`src/rtl/pirq_router_pkg.sv`:
```
package pirq_router_pkg;
  localparam int PIRQ_COUNT = 4;
  localparam int IRQ_COUNT  = 16;
  localparam int SLOT_COUNT = 32;
  localparam int PIN_COUNT  = 4;
  localparam int BYTE_W     = 8;
  localparam int PIRQ_W     = $clog2(PIRQ_COUNT);
  localparam int IRQ_W      = $clog2(IRQ_COUNT);
  localparam int SLOT_W     = $clog2(SLOT_COUNT);
  localparam int PIN_W      = $clog2(PIN_COUNT);
  localparam int PIN_IDX_W  = SLOT_W + PIN_W;

  typedef logic [BYTE_W-1:0] routeByte_t;

  // strobes from control to datapath
  typedef struct packed {
    logic                  rebuild;
    logic                  levelSet;
    logic [PIRQ_W-1:0]     levelPirq;
    logic [PIN_IDX_W-1:0]  pinIdx;
    logic                  levelVal;
  } ctrlStrobe_t;
endpackage

```
`src/rtl/pirq_ctrl.sv`:
```
module pirq_ctrl
  import pirq_router_pkg::*;
#(
  parameter logic [7:0] ROUTE_BASE  = 8'h60,
  parameter logic [7:0] ROUTE_RESET = 8'h80
) (
  input  logic                                clk,
  input  logic                                rstN,
  input  logic                                cfgWrEn,
  input  logic [BYTE_W-1:0]                   cfgAddr,
  input  logic [BYTE_W-1:0]                   cfgWrData,
  output logic [BYTE_W-1:0]                   cfgRdData,
  input  logic                                intxEvt,
  input  logic [BYTE_W-1:0]                   intxDevfn,
  input  logic [PIN_W-1:0]                    intxPin,
  input  logic                                intxLevel,
  output ctrlStrobe_t                         strobe,
  output routeByte_t [PIRQ_COUNT-1:0]         routeNext,
  output routeByte_t [PIRQ_COUNT-1:0]         routeCur
);
  routeByte_t [PIRQ_COUNT-1:0] routeRegs;
  logic [PIRQ_COUNT-1:0]       routeHit;
  logic [SLOT_W-1:0]           slotNum;
  logic [PIRQ_W-1:0]           swizzled;

  // one routing byte per shared line
  for (genvar p = 0; p < PIRQ_COUNT; p++) begin : g_route
    localparam logic [BYTE_W-1:0] OFFS = ROUTE_BASE + BYTE_W'(p);
    assign routeHit[p]  = cfgWrEn && (cfgAddr == OFFS);
    assign routeNext[p] = routeHit[p] ? cfgWrData : routeRegs[p];

    always_ff @(posedge clk or negedge rstN) begin
      if (!rstN) routeRegs[p] <= ROUTE_RESET;
      else       routeRegs[p] <= routeNext[p];
    end
  end

  assign routeCur = routeRegs;

  always_comb begin
    cfgRdData = '0;
    for (int p = 0; p < PIRQ_COUNT; p++) begin
      if (cfgAddr == ROUTE_BASE + BYTE_W'(p)) cfgRdData = routeRegs[p];
    end
  end

  // slot swizzle: (pin + slot - 1) mod line count
  assign slotNum  = intxDevfn[BYTE_W-1 -: SLOT_W];
  assign swizzled = PIRQ_W'(intxPin) + PIRQ_W'(slotNum) - PIRQ_W'(1);

  always_comb begin
    strobe.rebuild   = |routeHit;
    strobe.levelSet  = intxEvt;
    strobe.levelPirq = swizzled;
    strobe.pinIdx    = {slotNum, intxPin};
    strobe.levelVal  = intxLevel;
  end
endmodule

```
`src/rtl/pirq_datapath.sv`:
```
module pirq_datapath
  import pirq_router_pkg::*;
(
  input  logic                         clk,
  input  logic                         rstN,
  input  ctrlStrobe_t                  strobe,
  input  routeByte_t [PIRQ_COUNT-1:0]  routeNext,
  output logic [IRQ_COUNT-1:0]         irqOut
);
  localparam int PIN_TOTAL = SLOT_COUNT * PIN_COUNT;
  localparam int MAP_W     = IRQ_COUNT * PIRQ_COUNT;

  logic [PIN_TOTAL-1:0]  pinLvl, pinNext;
  logic [PIRQ_COUNT-1:0] pirqLvlNext;
  logic [PIRQ_COUNT-1:0] routeOk;
  logic [MAP_W-1:0]      levelMap, levelMapNext;
  logic [IRQ_COUNT-1:0]  irqNext;

  always_comb begin
    pinNext = pinLvl;
    if (strobe.levelSet) pinNext[strobe.pinIdx] = strobe.levelVal;
  end

  // line level: OR of every slot pin that swizzles onto it
  for (genvar p = 0; p < PIRQ_COUNT; p++) begin : g_line
    always_comb begin
      pirqLvlNext[p] = 1'b0;
      for (int s = 0; s < SLOT_COUNT; s++) begin
        for (int i = 0; i < PIN_COUNT; i++) begin
          if (((i + s + PIRQ_COUNT - 1) % PIRQ_COUNT) == p)
            pirqLvlNext[p] = pirqLvlNext[p] | pinNext[s*PIN_COUNT + i];
        end
      end
    end
    assign routeOk[p] = routeNext[p] < BYTE_W'(IRQ_COUNT);
  end

  // contribution bitmap: bit (irq * lines + line)
  always_comb begin
    int idx;
    levelMapNext = levelMap;
    idx = 0;
    if (strobe.rebuild) begin
      levelMapNext = '0;
      for (int p = 0; p < PIRQ_COUNT; p++) begin
        if (routeOk[p]) begin
          idx = int'(routeNext[p][IRQ_W-1:0]) * PIRQ_COUNT + p;
          levelMapNext[idx] = pirqLvlNext[p];
        end
      end
    end else if (strobe.levelSet && routeOk[strobe.levelPirq]) begin
      idx = int'(routeNext[strobe.levelPirq][IRQ_W-1:0]) * PIRQ_COUNT
            + int'(strobe.levelPirq);
      levelMapNext[idx] = pirqLvlNext[strobe.levelPirq];
    end
  end

  for (genvar q = 0; q < IRQ_COUNT; q++) begin : g_irq
    assign irqNext[q] = |levelMapNext[q*PIRQ_COUNT +: PIRQ_COUNT];
  end

  always_ff @(posedge clk or negedge rstN) begin
    if (!rstN) begin
      pinLvl   <= '0;
      levelMap <= '0;
      irqOut   <= '0;
    end else begin
      pinLvl   <= pinNext;
      levelMap <= levelMapNext;
      irqOut   <= irqNext;
    end
  end
endmodule

```
`src/rtl/pirq_router.sv`:
```
module pirq_router
  import pirq_router_pkg::*;
#(
  parameter logic [7:0] ROUTE_BASE  = 8'h60,
  parameter logic [7:0] ROUTE_RESET = 8'h80
) (
  input  logic                          clk,
  input  logic                          rstN,
  input  logic                          cfgWrEn,
  input  logic [BYTE_W-1:0]             cfgAddr,
  input  logic [BYTE_W-1:0]             cfgWrData,
  output logic [BYTE_W-1:0]             cfgRdData,
  input  logic                          intxEvt,
  input  logic [BYTE_W-1:0]             intxDevfn,
  input  logic [PIN_W-1:0]              intxPin,
  input  logic                          intxLevel,
  output logic [IRQ_COUNT-1:0]          irqOut,
  output logic [PIRQ_COUNT-1:0]         routeEnabled,
  output logic [PIRQ_COUNT*IRQ_W-1:0]   routeIrq
);
  ctrlStrobe_t                 strobe;
  routeByte_t [PIRQ_COUNT-1:0] routeNext;
  routeByte_t [PIRQ_COUNT-1:0] routeCur;

  pirq_ctrl #(.ROUTE_BASE(ROUTE_BASE), .ROUTE_RESET(ROUTE_RESET)) u_ctrl (
    .clk(clk), .rstN(rstN),
    .cfgWrEn(cfgWrEn), .cfgAddr(cfgAddr), .cfgWrData(cfgWrData),
    .cfgRdData(cfgRdData),
    .intxEvt(intxEvt), .intxDevfn(intxDevfn), .intxPin(intxPin),
    .intxLevel(intxLevel),
    .strobe(strobe), .routeNext(routeNext), .routeCur(routeCur)
  );

  pirq_datapath u_dp (
    .clk(clk), .rstN(rstN),
    .strobe(strobe), .routeNext(routeNext),
    .irqOut(irqOut)
  );

  // route query
  for (genvar p = 0; p < PIRQ_COUNT; p++) begin : g_query
    assign routeEnabled[p] = routeCur[p] < BYTE_W'(IRQ_COUNT);
    assign routeIrq[p*IRQ_W +: IRQ_W] =
      routeEnabled[p] ? routeCur[p][IRQ_W-1:0] : '0;
  end
endmodule

```
`config.mk`:
```
export PLATFORM = sky130hd
export DESIGN_NAME = pirq_router
export DESIGN_NICKNAME = d
export VERILOG_FILES = /design/src/rtl/pirq_router_pkg.sv /design/src/rtl/pirq_ctrl.sv /design/src/rtl/pirq_datapath.sv /design/src/rtl/pirq_router.sv
export SDC_FILE = /design/constraint.sdc
export NUM_CORES = 1
export LEC_CHECK = 0
export BUFFER_PORTS_ARGS = -buffer_cell sky130_fd_sc_hd__buf_2
export CAP_MARGIN = 20
export CORE_MARGIN = 2
export CORE_UTILIZATION = 59
export CTS_BUF_LIST = sky130_fd_sc_hd__clkbuf_4 sky130_fd_sc_hd__clkbuf_8
export DETAILED_ROUTE_END_ITERATION = 8
export GPL_TIMING_DRIVEN = 1
export PLACE_DENSITY_LB_ADDON = 0.15
export SETUP_SLACK_MARGIN = 0.4
export SLEW_MARGIN = 25
export SYNTH_ARGS = -nofsm -noshare
export SYNTH_HDL_FRONTEND = slang
export SYNTH_HIERARCHICAL = 1
export SYNTH_SLANG_ARGS = --single-unit
export TNS_END_PERCENT = 1
```
`constraint.sdc`:
```
create_clock -name clk -period 7.9 [get_ports clk]
set_input_delay 0.395 -clock clk [delete_from_list [all_inputs] [get_ports clk]]
set_output_delay 0.395 -clock clk [all_outputs]
set_load 0.01 [all_outputs]
```
==> summary.txt, run 1 <==
STA
  • Max_slew headroom: 30.82%
  • Clk_skew: between 0.03 and 0.04 ns
  • Slew Limit Fails: 0
  • FMAX: a little over 200 MHz
  • Min Tclk post-route: 4.965 ns
  • Tcrit/Tclk final: around 63%
  • Final Hold Fails: 0
  • Final setup vio count: 0
  • Slew @ Worst Pin: 1.035 ns
  • RSZ-0062 raised after global routing: no
  • Total Neg Setup Slack: 0 ns
  • Hold slack: 0.1555 ns

Power and ir drop
  • Worst ir drop on vdd: 145.0 uV
  • Static Leak: 6.313 nW
  • PwrDens: 209.7 nW/um^2

Setup path
  • Critical path class: in2reg
  • Slowest-stage cell, CP: nand4_1
  • CP startpoint: intxPin[0]
  • Reg-to-reg endpoint: u_dp/irqOut[3]
  • Worst endpoint required time: 8.27 ns
  • Startpoint Class: input port
  • Reg-to-Reg Start: u_dp/pinLvl[92]
  • CP cell instances: buf_2 -> buf_4 -> nand4b_1 -> o21ai_0 -> nand4_1 -> a2111oi_0 -> nand4_1 -> nand3_1 -> o22ai_1 -> or4_1
  • Worst Setup EP: u_dp/irqOut[3]
  • Worst EP arrival: ~5.3 ns
  • Reg2reg setup slack: 3.63 ns
  • Reg2reg path depth: 8
  • CP max stage delay: 0.97 ns
  • Critical Path End Type: register
  • CP top delay family: simple AND/OR/NAND/NOR gates
  • CP Depth: 10
  • CP most frequent cell: nand4_1
  • CP Buf/Inv Count: 2
  • Max FO, Critical Path: 28

Clock tree
  • Clk slew on worst S/H paths: 0.06 ns
  • Root Driver: clkbuf_8
  • TritonCTS Sinks: 240
  • Max clock buf depth: 3
  • H-tree levels: 2
  • CTS tree: done
  • Clk Latency, worst-skew pair: 0.55 ns
  • TritonCTS buffer count: 41
  • Post-CTS Setup Bufs: 0

Route
  • Via-to-Cell Ratio: 6.989
  • DR iter-0 viols: 1,213
  • Final ANT Viol Nets: 0
  • Via Count: 11,609
  • Remaining DRCs: 0
  • DR pass1 iterations: 5
  • Routed wire per std cell: between 20 and 25 microns
  • Post-Route WL: 38,550 microns

Finish
  • Commonest non-fill, non-tap cells in the layout: 236 x dfrtp_1, 127 x o21ai_0, 87 x nor2_1
  • ANT cells: 0
  • Area growth, synth to finish: 7.255%
  • Layout cell share with drive strength beyond 1: a little over a fifth
  • Nets@finish: 1,385
  • Commonest non-fill, non-tap cell in the layout: dfrtp_1
  • Design area: approximately 15,000 sq um
  • Layout Cells excl Fill: 1,661

Placed design
  • DP Area: 13,690 sq um
  • RD Place Congestion: 0.9066
  • Post-detail-place hpwl: 25,270 microns
  • Dpl cells: 1,594
  • Port-buffer cells: 71

Yosys
  • Cells after Synth: ~1,400
  • Most used flip-flop cell after synthesis: dfrtp_1
  • Syn avg cell area: ~10 sq um
  • Synth top area share: a little over two fifths
  • Warnings from Yosys: 6
  • Seq/Total Area, Yosys: between 40 and 50%
  • Cell Area, Synth: 13,520 sq um
  • Area leader, netlist: dfrtp_1
  • Number of synthesized flops with an enable pin: 0
  • Synth area leaders: dfrtp_1 44%, mux2_2 5.7%, o21ai_0 4.7%
  • Post-synthesis cell type count: 84
  • Syn nets: between 1,000 and 1,500
  • Async SR Flop Fraction: 100.0%
  • Synth Register Bits: 240

Die
  • Die area: 24,140 sq um
  • Core area: approximately 23,000 sq um
  • Die X-Extent: roughly 160 microns
  • Starting Density: 59.90%
  • Row count: 55
  • Die Ht: 155.4 microns
  • IO Pins: 75

Outcome
  • Outcome: finished, final reports clean

Global route
  • Global-route wire length before repair: between 60,000 and 70,000 microns
  • Initial antenna violation count: 0
  • GR Util All Layers: 32.06%
  • Number of global-route vias before repair: 11,021
  • Grt ovf: 0
  • Largest net degree at the start of global routing: ~120

Hold path
  • Hold Crit Class: in2reg

Flow run
  • Number of max-cap violations: 0
[repair_timing]
| item | in CTS | in global routing |
|---|---|---|
| resized for setup | 0 | 0 |
| hold buffers | 1 | 0 |
| hold endpoints to repair | 97 | 0 |
[per-stage QoR]
step | setup slack (ns) | util [%] | power (W)
after floorplan | 3.183 | - | 0.001773
after global placement | 2.690 | 60.67 | 0.001926
after detailed placement | 2.522 | 60.67 | 0.001941
after CTS | 3.094 | 64.19 | 0.003048
after global routing | 2.636 | 64.25 | 0.003167
final | 2.935 | 64.25 | 0.003041
[power breakdown]
part | leakage [nW] | internal (W) | switching (W)
sequential | 3.25 | 0.00133 | 0.0000454
clock | 0.421 | 0.000601 | 0.000504
combinational | 2.64 | 0.000191 | 0.000369
total | 6.31 | 0.00212 | 0.000918
[layout make-up]
cell class	instances	area, sq um
fillers	1861	8070
multi-input cells	969	6805
flip-flops and latches	240	6011
clock buffers	58	742.0
repair buffers	88	495.5
well taps	285	356.6
inverters	13	48.80
clock inverters	8	42.54
[how the worst min path moves through the flow]
stage	start	endpoint	cells after the start	slack [ns]
6_report	cfgWrData[5]	u_ctrl/routeCur[5]	2	0.16
3_3_place_gp	u_dp/pinLvl[88]	u_dp/pinLvl[88]	1	0.46
4_1_cts	cfgWrData[5]	u_ctrl/routeCur[5]	2	0.13
5_1_grt	cfgWrData[5]	u_ctrl/routeCur[5]	2	0.14
3_5_place_dp	u_dp/pinLvl[10]	u_dp/pinLvl[10]	2	0.47
2_1_floorplan	rstN	u_ctrl/routeCur[0]	0	0.1
[synth_stat cells (all sizes together), types with 5 or more instances]
master	instances
dfrtp	236
o21ai	132
nor2	88
nand2	84
clkbuf	78
mux2	77
nand3	62
nor4	62
o22ai	60
buf	53
o31ai	44
or4	33
nand4	23
and2	19
nor3	18
or3	17
nand4b	15
a21oi	14
o2bb2ai	14
inv	12
mux4	12
nor2b	12
or3b	12
nor4bb	11
a311oi	10
a211oi	9
and4b	9
nand3b	9
nand4bb	9
o2111ai	9
o22a	9
o211ai	8
o32ai	8
or2	8
nand2b	7
nor4b	7
a2111oi	5
a22o	5
nor3b	5
[layer usage]
layer	GRT usage [%]	share of wire, %
met2	50.95	46
met5	0	0
met3	5.460	8.2
met1	44.07	41
met4	13.02	3.8
[flip-flops by register name, summed over array words and instances (netlist names)]
| register | flops |
|---|---|
| u_ctrl/routeCur | 32 |
| u_dp/irqOut | 16 |
| u_dp/levelMap | 64 |
| u_dp/pinLvl | 128 |
[cell families (layout without fill, tap and decap cells)]
family | after synthesis | count (layout) | synth area share [%]
buffers and inverters | 144 | 167 | 5.312
DFF | 240 | 240 | 44.46
adders and majority gates | 1 | 1 | 0.09253
and+or+nand+nor | 525 | 525 | 23.98
muxes | 91 | 91 | 8.810
AOI/OAI and AO/OA | 349 | 349 | 17.16
xor gates and xnor gates | 3 | 3 | 0.1944
(Power assumes the default switching activity.)
==> run 2, diff against run 1 <==
--- a/config.mk
+++ b/config.mk
@@ -8,7 +8,7 @@
 export BUFFER_PORTS_ARGS = -buffer_cell sky130_fd_sc_hd__buf_2
 export CAP_MARGIN = 20
 export CORE_MARGIN = 2
-export CORE_UTILIZATION = 59
+export CORE_UTILIZATION = 58
 export CTS_BUF_LIST = sky130_fd_sc_hd__clkbuf_4 sky130_fd_sc_hd__clkbuf_8
 export DETAILED_ROUTE_END_ITERATION = 8
 export GPL_TIMING_DRIVEN = 1
==> constraint.sdc (replaced) <==
create_clock -name clk -period 4.5 [get_ports clk]
set_input_delay 0.225 -clock clk [delete_from_list [all_inputs] [get_ports clk]]
set_output_delay 0.225 -clock clk [all_outputs]
set_load 0.01 [all_outputs]
==> run 2 against run 1 <==
- first-iteration DRC count rose by 29%
- clock power increased by 110%
- design area up 7.0%
- via count rose by 4.5%
- cell count grew 7.8%
- wire length is 5.5% higher
- register-to-register slack worse by 2.8 ns
==> summary.txt, run 2 (same netlist as run 1, synthesis figures left out) <==
Outcome
  • Outcome: finished, final reports clean

Setup path
  • Critical Path End Type: register
  • Critical path class: in2reg
  • CP top delay family: simple AND/OR/NAND/NOR gates
  • CP Depth: 11 (+1)
  • Worst endpoint required time: 4.91 ns (-3.36 ns)
  • CP Buf/Inv Count: 1 (-1)
  • CP cell instances: buf_2 -> or4b_4 -> or4_4 -> mux2_4 -> or4_4 -> mux4_2 -> or2_2 -> nor2_1 -> and3_1 -> o22ai_1 -> or4_1
  • Slowest-stage cell, CP: or4b_4
  • CP max stage delay: 0.60 ns (-0.37 ns)
  • CP most frequent cell: or4_4
  • Max FO, Critical Path: 6 (-79%)
  • Worst EP arrival: 4.47 ns (-0.87 ns)
  • Startpoint Class: input port
  • Reg2reg path depth: 9 (+1)

Die
  • Row count: 55 (unchanged)
  • Core area: 22,780 sq um (+0.91%)
  • Die area: 24,550 sq um (+1.7%)
  • Die X-Extent: 156.7 microns (+0.84%)
  • Die Ht: 156.7 microns (+0.84%)
  • IO Pins: 75 (unchanged)
  • Starting Density: 59.36% (-0.54 points)

Clock tree
  • CTS tree: done
  • Post-CTS Setup Bufs: 0 (unchanged)
  • TritonCTS buffer count: 43 (+4.9%)
  • Root Driver: clkbuf_8
  • Clk Latency, worst-skew pair: 0.55 ns (about the same)
  • Max clock buf depth: 3 (unchanged)
  • TritonCTS Sinks: 240 (unchanged)
  • Clk slew on worst S/H paths: 0.06 ns (about the same)
  • H-tree levels: 2 (unchanged)

Global route
  • Top Usage Layer GRT: met2
  • Number of global-route vias before repair: 11,549 (+4.8%)
  • GR Util met1: 44.84% (+0.77 points)
  • Grt ovf: 0 (unchanged)
  • Met2 usage: 52.78% (+1.8 points)
  • Global-route wire length before repair: 63,660 microns (+3.2%)
  • Largest net degree at the start of global routing: 110 (-7.6%)
  • GR Layer Usage met3: 5.151% (-0.31 points)
  • Initial antenna violation count: 0 (unchanged)
  • GR Util All Layers: 33.13% (+1.1 points)

Finish
  • Flip-flop and latch area: 6011 sq um (unchanged)
  • Number of fill cells: 1,771 (-4.8%)
  • Max reg flops: 128 (unchanged)
  • Design area: 15,510 sq um (+7.0%)
  • Layout cell share with drive strength beyond 1: 27.17% (+5.8 points)
  • Area growth, synth to finish: 14.73%
  • Layout Cells excl Fill: 1,790 (+7.8%)
  • Commonest non-fill, non-tap cells in the layout: 236 x dfrtp_1, 127 x o21ai_0, 96 x buf_4
  • Commonest non-fill, non-tap cell in the layout: dfrtp_1
  • Multi-input combinational cell area: 6898 sq um (+1.4%)
  • Nets@finish: 1,473 (+6.4%)
  • Biggest register: u_dp/pinLvl

Power and ir drop
  • PwrDens: 376.4 nW/um^2 (+79%)
  • Static Leak: 6.850 nW (+8.5%)
  • Pwr Total: 0.005839 W (+92%)
  • Worst ir drop on vdd: 234.2 uV (+62%)

Route
  • Post-Route WL: 40,650 microns (+5.5%)
  • Via-to-Cell Ratio: 6.774 (-3.1%)
  • Remaining DRCs: 0 (unchanged)
  • DR pass1 iterations: 6 (+1)
  • DR iter-0 viols: 1,569 (+29%)
  • Routed wire per std cell: 22.71 microns (-2.1%)
  • Final ANT Viol Nets: 0 (unchanged)
  • Via Count: 12,126 (+4.5%)

Placed design
  • Post-detail-place hpwl: 27,450 microns (+8.6%)
  • DP Area: 14,420 sq um (+5.3%)
  • RD Place Congestion: 0.9480 (+4.6%)
  • Dpl cells: 1,703 (+6.8%)
  • Port-buffer cells: 71 (unchanged)

Hold path
  • Hold depth: 2 (unchanged)
  • Hold Crit Class: in2reg

STA
  • Final setup vio count: 0 (unchanged)
  • RSZ-0062 raised after global routing: yes
  • Clk_skew: 0.01325 ns (-0.02318 ns)
  • Tcrit/Tclk final: between 90% and 100%
  • Max_slew headroom: 29.83% (-1.0 points)
  • FMAX: 246.8 MHz
  • Min Tclk post-route: 4.052 ns
  • Slew @ Worst Pin: 1.038 ns (+0.003903 ns)
  • Final Hold Fails: 0 (unchanged)
  • Slew Limit Fails: 0 (unchanged)

Flow run
  • Number of max-cap violations: 0 (unchanged)
==> run 2: changes by cell type in the layout (fill, tap and decap cells not counted), sizes merged <==
cell and delta:
clkinv +1, diode +1, clkinvlp +2, clkbuf +8, dlygate4sd3 +4, bufinv +3
buf +81, mux4 +1
==> run 2: worst paths after layout <==
path	from	end	slack, ns
setup reg to reg	u_dp/pinLvl[116]	u_dp/irqOut[3]	0.88
hold / removal	cfgWrData[1]	u_ctrl/routeCur[1]	0.04
setup / recovery	cfgAddr[7]	u_dp/irqOut[11]	0.45
hold reg to reg	u_dp/pinLvl[10]	u_dp/pinLvl[10]	0.48
max in group asynchronous	rstN	u_dp/pinLvl[17]	2.89
min in group asynchronous	rstN	u_ctrl/routeCur[5]	0.27
==> run 2: layer usage <==
| metal | wire length (microns) | vias up |
|---|---|---|
| met5 | 0 | - |
| met4 | 2049 | 0 |
| met3 | 3509 | 164 |
| met2 | 18870 | 722 |
| met1 | 16230 | 5844 |
| li1 | - | 5396 |
==> run 2: area by class of cell <==
type | count | area share [%]
multi-input cells | 970 | 44.47
repair buffers | 173 | 7.453
diodes | 1 | 0.01613
clock buffers | 66 | 5.493
clock inverters | 14 | 0.9840
inverters | 13 | 0.3146
flip-flops and latches | 240 | 38.75
well taps | 313 | 2.525
==> run 2: report_power, final <==
group          switching (W)  total [W]  internal, W
Combinational       0.000683    0.00108     0.000397
Sequential         0.0000860    0.00242      0.00234
Clock               0.000950    0.00234      0.00139
==> run 2: what timing repair did <==
action	in CTS	in global routing
hold endpoints to repair	110	0
gates resized for setup	0	1
setup endpoints to repair	0	1
hold buffers	5	0
==> run 2: metrics by stage <==
step	TNS (ns)	setup slack (ns)	util [%]	hold WS, ns
after global routing	0	0.3928	68.09	0.04559
after global placement	-0.0007221	-0.0007221	63.27	0.3430
after CTS	0	0.4742	67.93	0.02212
after detailed placement	-0.1470	-0.08602	63.30	0.3413
after floorplan	0	0.1132	-	-0.07059
final	0	0.4476	68.10	0.04186
==> run 3, diff against run 2 <==
--- a/config.mk
+++ b/config.mk
@@ -5,6 +5,7 @@
 export SDC_FILE = /design/constraint.sdc
 export NUM_CORES = 1
 export LEC_CHECK = 0
+export ABC_AREA = 1
 export BUFFER_PORTS_ARGS = -buffer_cell sky130_fd_sc_hd__buf_2
 export CAP_MARGIN = 20
 export CORE_MARGIN = 2
==> run 3 against run 2 <==
- flip-flop and latch count did not move
- clock skew is 0.0058 ns higher
- register-to-register slack better by 0.66 ns
- maximum frequency up 22%
- area after synthesis increased by 2.5%
- synthesized cell count is 50% higher
- global-route usage shrank 3.2 points
- count of clock-buffer cells in the layout grew 3
- critical path depth up 6
- clock power fell by 7%
- critical endpoint is now u_dp/irqOut[6]
- largest cell class unchanged
==> summary.txt, run 3 <==
STA
  • Max_slew headroom: 33.41% (+3.6 points)
  • Total Neg Setup Slack: 0 ns (unchanged)
  • Min setup slack post-route: 1.183 ns (+0.7355 ns)
  • Slew @ Worst Pin: 0.9927 ns (-0.04575 ns)
  • Min Tclk post-route: 3.317 ns (-0.7355 ns)
  • Slew Limit Fails: 0 (unchanged)
  • Tcrit/Tclk final: 73.71% (-16 points)
  • Final setup vio count: 0 (unchanged)
  • FMAX: 301.5 MHz (+22%)
  • RSZ-0062 raised after global routing: no
  • Final Hold Fails: 0 (unchanged)
  • Clk_skew: 0.01905 ns (+0.005806 ns)

Setup path
  • Worst EP arrival: 3.74 ns (-0.73 ns)
  • Worst endpoint required time: 4.93 ns (+0.02 ns)
  • Startpoint Class: input port
  • Max FO, Critical Path: 36 (+30)
  • Critical Path End Type: register
  • Critical path class: in2reg

Yosys
  • Async SR Flop Fraction: 100.0% (unchanged)
  • Post-synth top cells: 647 x nand2_1, 332 x inv_1, 292 x nor2_1
  • Synth area leaders: dfrtp_1 43%, nand2_1 18%, inv_1 9.0%
  • Area leader, netlist: dfrtp_1
  • Syn avg cell area: 6.809 sq um (-32%)
  • Number of synthesized flops with an enable pin: 0 (unchanged)
  • Synth Register Bits: 240 (unchanged)
  • Warnings from Yosys: 6 (unchanged)
  • Count leader, synth: nand2_1
  • Seq/Total Area, Yosys: 43.38% (-1.1 points)
  • Synth top area share: 42.62% (-1.1 points)
  • Cell Area, Synth: 13,860 sq um (+2.5%)
  • Most used flip-flop cell after synthesis: dfrtp_1
  • Syn nets: 2,067 (+49%)
  • Cells after Synth: 2,035 (+50%)
  • Post-synthesis cell type count: 32 (-62%)

Die
  • Row count: 56 (+1.8%)
  • Starting Density: 59.03% (-0.33 points)
  • Die X-Extent: 158.6 microns (+1.2%)
  • IO Pins: 75 (unchanged)
  • Die Ht: 158.6 microns (+1.2%)
  • Die area: 25,140 sq um (+2.4%)
  • Core area: 23,470 sq um (+3.0%)

Finish
  • Biggest register: u_dp/pinLvl
  • ANT cells: 0 (-1)
  • Nets@finish: 2,122 (+44%)
  • Design area: 15,300 sq um (-1.4%)
  • Commonest non-fill, non-tap cell in the layout: nand2_1
  • Max reg flops: 128 (unchanged)
  • Commonest non-fill, non-tap cells in the layout: 647 x nand2_1, 331 x inv_1, 291 x nor2_1
  • Layout cell share with drive strength beyond 1: 11.64% (-16 points)
  • Area growth, synth to finish: 10.39%

Route
  • Final ANT Viol Nets: 0 (unchanged)
  • Remaining DRCs: 0 (unchanged)
  • Via Count: 12,757 (+5.2%)
  • DR iter-0 viols: 1,093 (-30%)
  • Routed wire per std cell: 14.88 microns (-34%)
  • DR pass1 iterations: 5 (-1)
  • Via-to-Cell Ratio: 5.226 (-23%)
  • Post-Route WL: 36,310 microns (-11%)

Clock tree
  • TritonCTS Sinks: 240 (unchanged)
  • Clk slew on worst S/H paths: 0.06 ns (about the same)
  • Post-cts resize count: 0 (unchanged)
  • CTS tree: done
  • Root Driver: clkbuf_8
  • Max clock buf depth: 3 (unchanged)
  • H-tree levels: 2 (unchanged)
  • TritonCTS buffer count: 41 (-4.7%)
  • Clk Latency, worst-skew pair: 0.55 ns (about the same)

Power and ir drop
  • Worst ir drop on vdd: 287.5 uV (+23%)
  • PwrDens: 396.0 nW/um^2 (+5.2%)
  • Static Leak: 7.864 nW (+15%)

Hold path
  • Hold Crit Class: in2reg

Global route
  • Met2 usage: 47.47% (-5.3 points)
  • Grt ovf: 0 (unchanged)
  • GR Util met1: 42.47% (-2.4 points)
  • Initial antenna violation count: 0 (unchanged)
  • Largest net degree at the start of global routing: 126 (+15%)
  • Top Usage Layer GRT: met2
  • GR Util All Layers: 29.91% (-3.2 points)
  • Global-route wire length before repair: 59,030 microns (-7.3%)
  • Number of global-route vias before repair: 11,869 (+2.8%)
  • GR Layer Usage met3: 4.219% (-0.93 points)

Placed design
  • DP Area: 14,320 sq um (-0.66%)
  • RD Place Congestion: 0.9919 (+4.6%)
  • Pre-CTS setup slack: 0.7515 ns (+0.8375 ns)
  • Port-buffer cells: 71 (unchanged)
  • Post-detail-place hpwl: 24,860 microns (-9.4%)

Flow run
  • Number of max-cap violations: 0 (unchanged)

Outcome
  • Outcome: finished, final reports clean
==> run 3: cell types whose count changed in the layout (fill, tap and decap cells not counted), moves of 24 or more <==
| cell | previous run | this run |
|---|---|---|
| nand2_1 | 84 | 647 |
| inv_1 | 12 | 331 |
| nor2_1 | 86 | 291 |
| nand3_1 | 62 | 215 |
| o21ai_0 | 127 | 32 |
| buf_4 | 96 | 19 |
| mux2_2 | 68 | 0 |
| o22ai_1 | 60 | 0 |
| nor4_1 | 52 | 0 |
| o31ai_1 | 43 | 0 |
| or4_1 | 30 | 0 |
| o21ai_1 | 5 | 30 |
| o21bai_1 | 0 | 24 |
==> run 3: cells by family (layout without fill, tap and decap cells) <==
family                   Yosys count  in the layout  share of synthesized area (%)
XOR/XNOR                           2              2                         0.1264
AO/OA/AOI/OAI                    135            135                          6.195
flip-flops                       240            240                          43.38
buffers and inverters            422            509                          12.55
adder cells (fa/ha/maj)            1              1                        0.09029
AND/OR/NAND/NOR                 1235           1235                          37.66
==> run 3: worst paths after layout <==
path,to,slack (ns),from,cells past startpoint
min in group asynchronous,u_dp/pinLvl[74],0.16,rstN,2
worst min register to register,u_dp/pinLvl[2],0.49,u_dp/pinLvl[2],2
worst min-delay path,u_ctrl/routeCur[31],0.04,cfgWrData[7],3
max in group asynchronous,u_dp/levelMap[30],3.02,rstN,4
worst max-delay path,u_dp/irqOut[6],1.18,cfgAddr[4],17
worst max register to register,u_dp/irqOut[6],1.54,u_ctrl/routeCur[20],16
==> run 3: through the flow <==
step | hold slack, ns | instances | power [W] | util, %
after floorplan | -0.07059 | 2035 | 0.003525 | -
after global placement | 0.4103 | 2364 | 0.003853 | 61.02
after detailed placement | 0.4143 | 2364 | 0.003902 | 61.02
after CTS | 0.03781 | 2440 | 0.006088 | 65.04
after global routing | 0.05948 | 2441 | 0.006420 | 65.17
final | 0.04036 | 2441 | 0.006058 | 65.17
==> run 3: metal layers <==
metal / vias to the layer above / part of all wire, %
met5: - / 0
met1: 5962 / 45
met3: 78 / 7.2
met4: 0 / 2.5
li1: 6289 / -
met2: 428 / 45
==> run 3: final cells by class <==
cell class	instances	area (sq um)
Sequential cell	240	6011
Clock buffer	69	874.6
Timing Repair Buffer	93	565.5
Clock inverter	6	57.56
Multi-Input combinational cell	1373	6108
Inverter	341	1280
Tap cell	319	399.1
Fill cell	2129	8177
==> run 3: worst max-delay path: stages <==
cell and delay [ns]:
buf_2 0.10, inv_2 0.03, nand2_1 0.11, nor2_8 0.44, nand3_4 0.32, o21ai_1 0.48
a21oi_1 0.13, a32oi_1 0.38, inv_1 0.17, nor2_1 0.22, nand3_1 0.38, nor2_1 0.28
nand3_1 0.10, nand2_1 0.08, nand2_1 0.06, nor2_1 0.13, nand2_1 0.08
==> run 3: timing repair <==
action | CTS | global route
hold endpoints to repair | 122 | 0
buffers inserted | 0 | 0
hold buffers | 1 | 0
==> run 3: where the power goes <==
part	internal [W]	switching, W
Sequential	0.00251	0.000102
Combinational	0.000424	0.000851
Clock	0.00128	0.000890
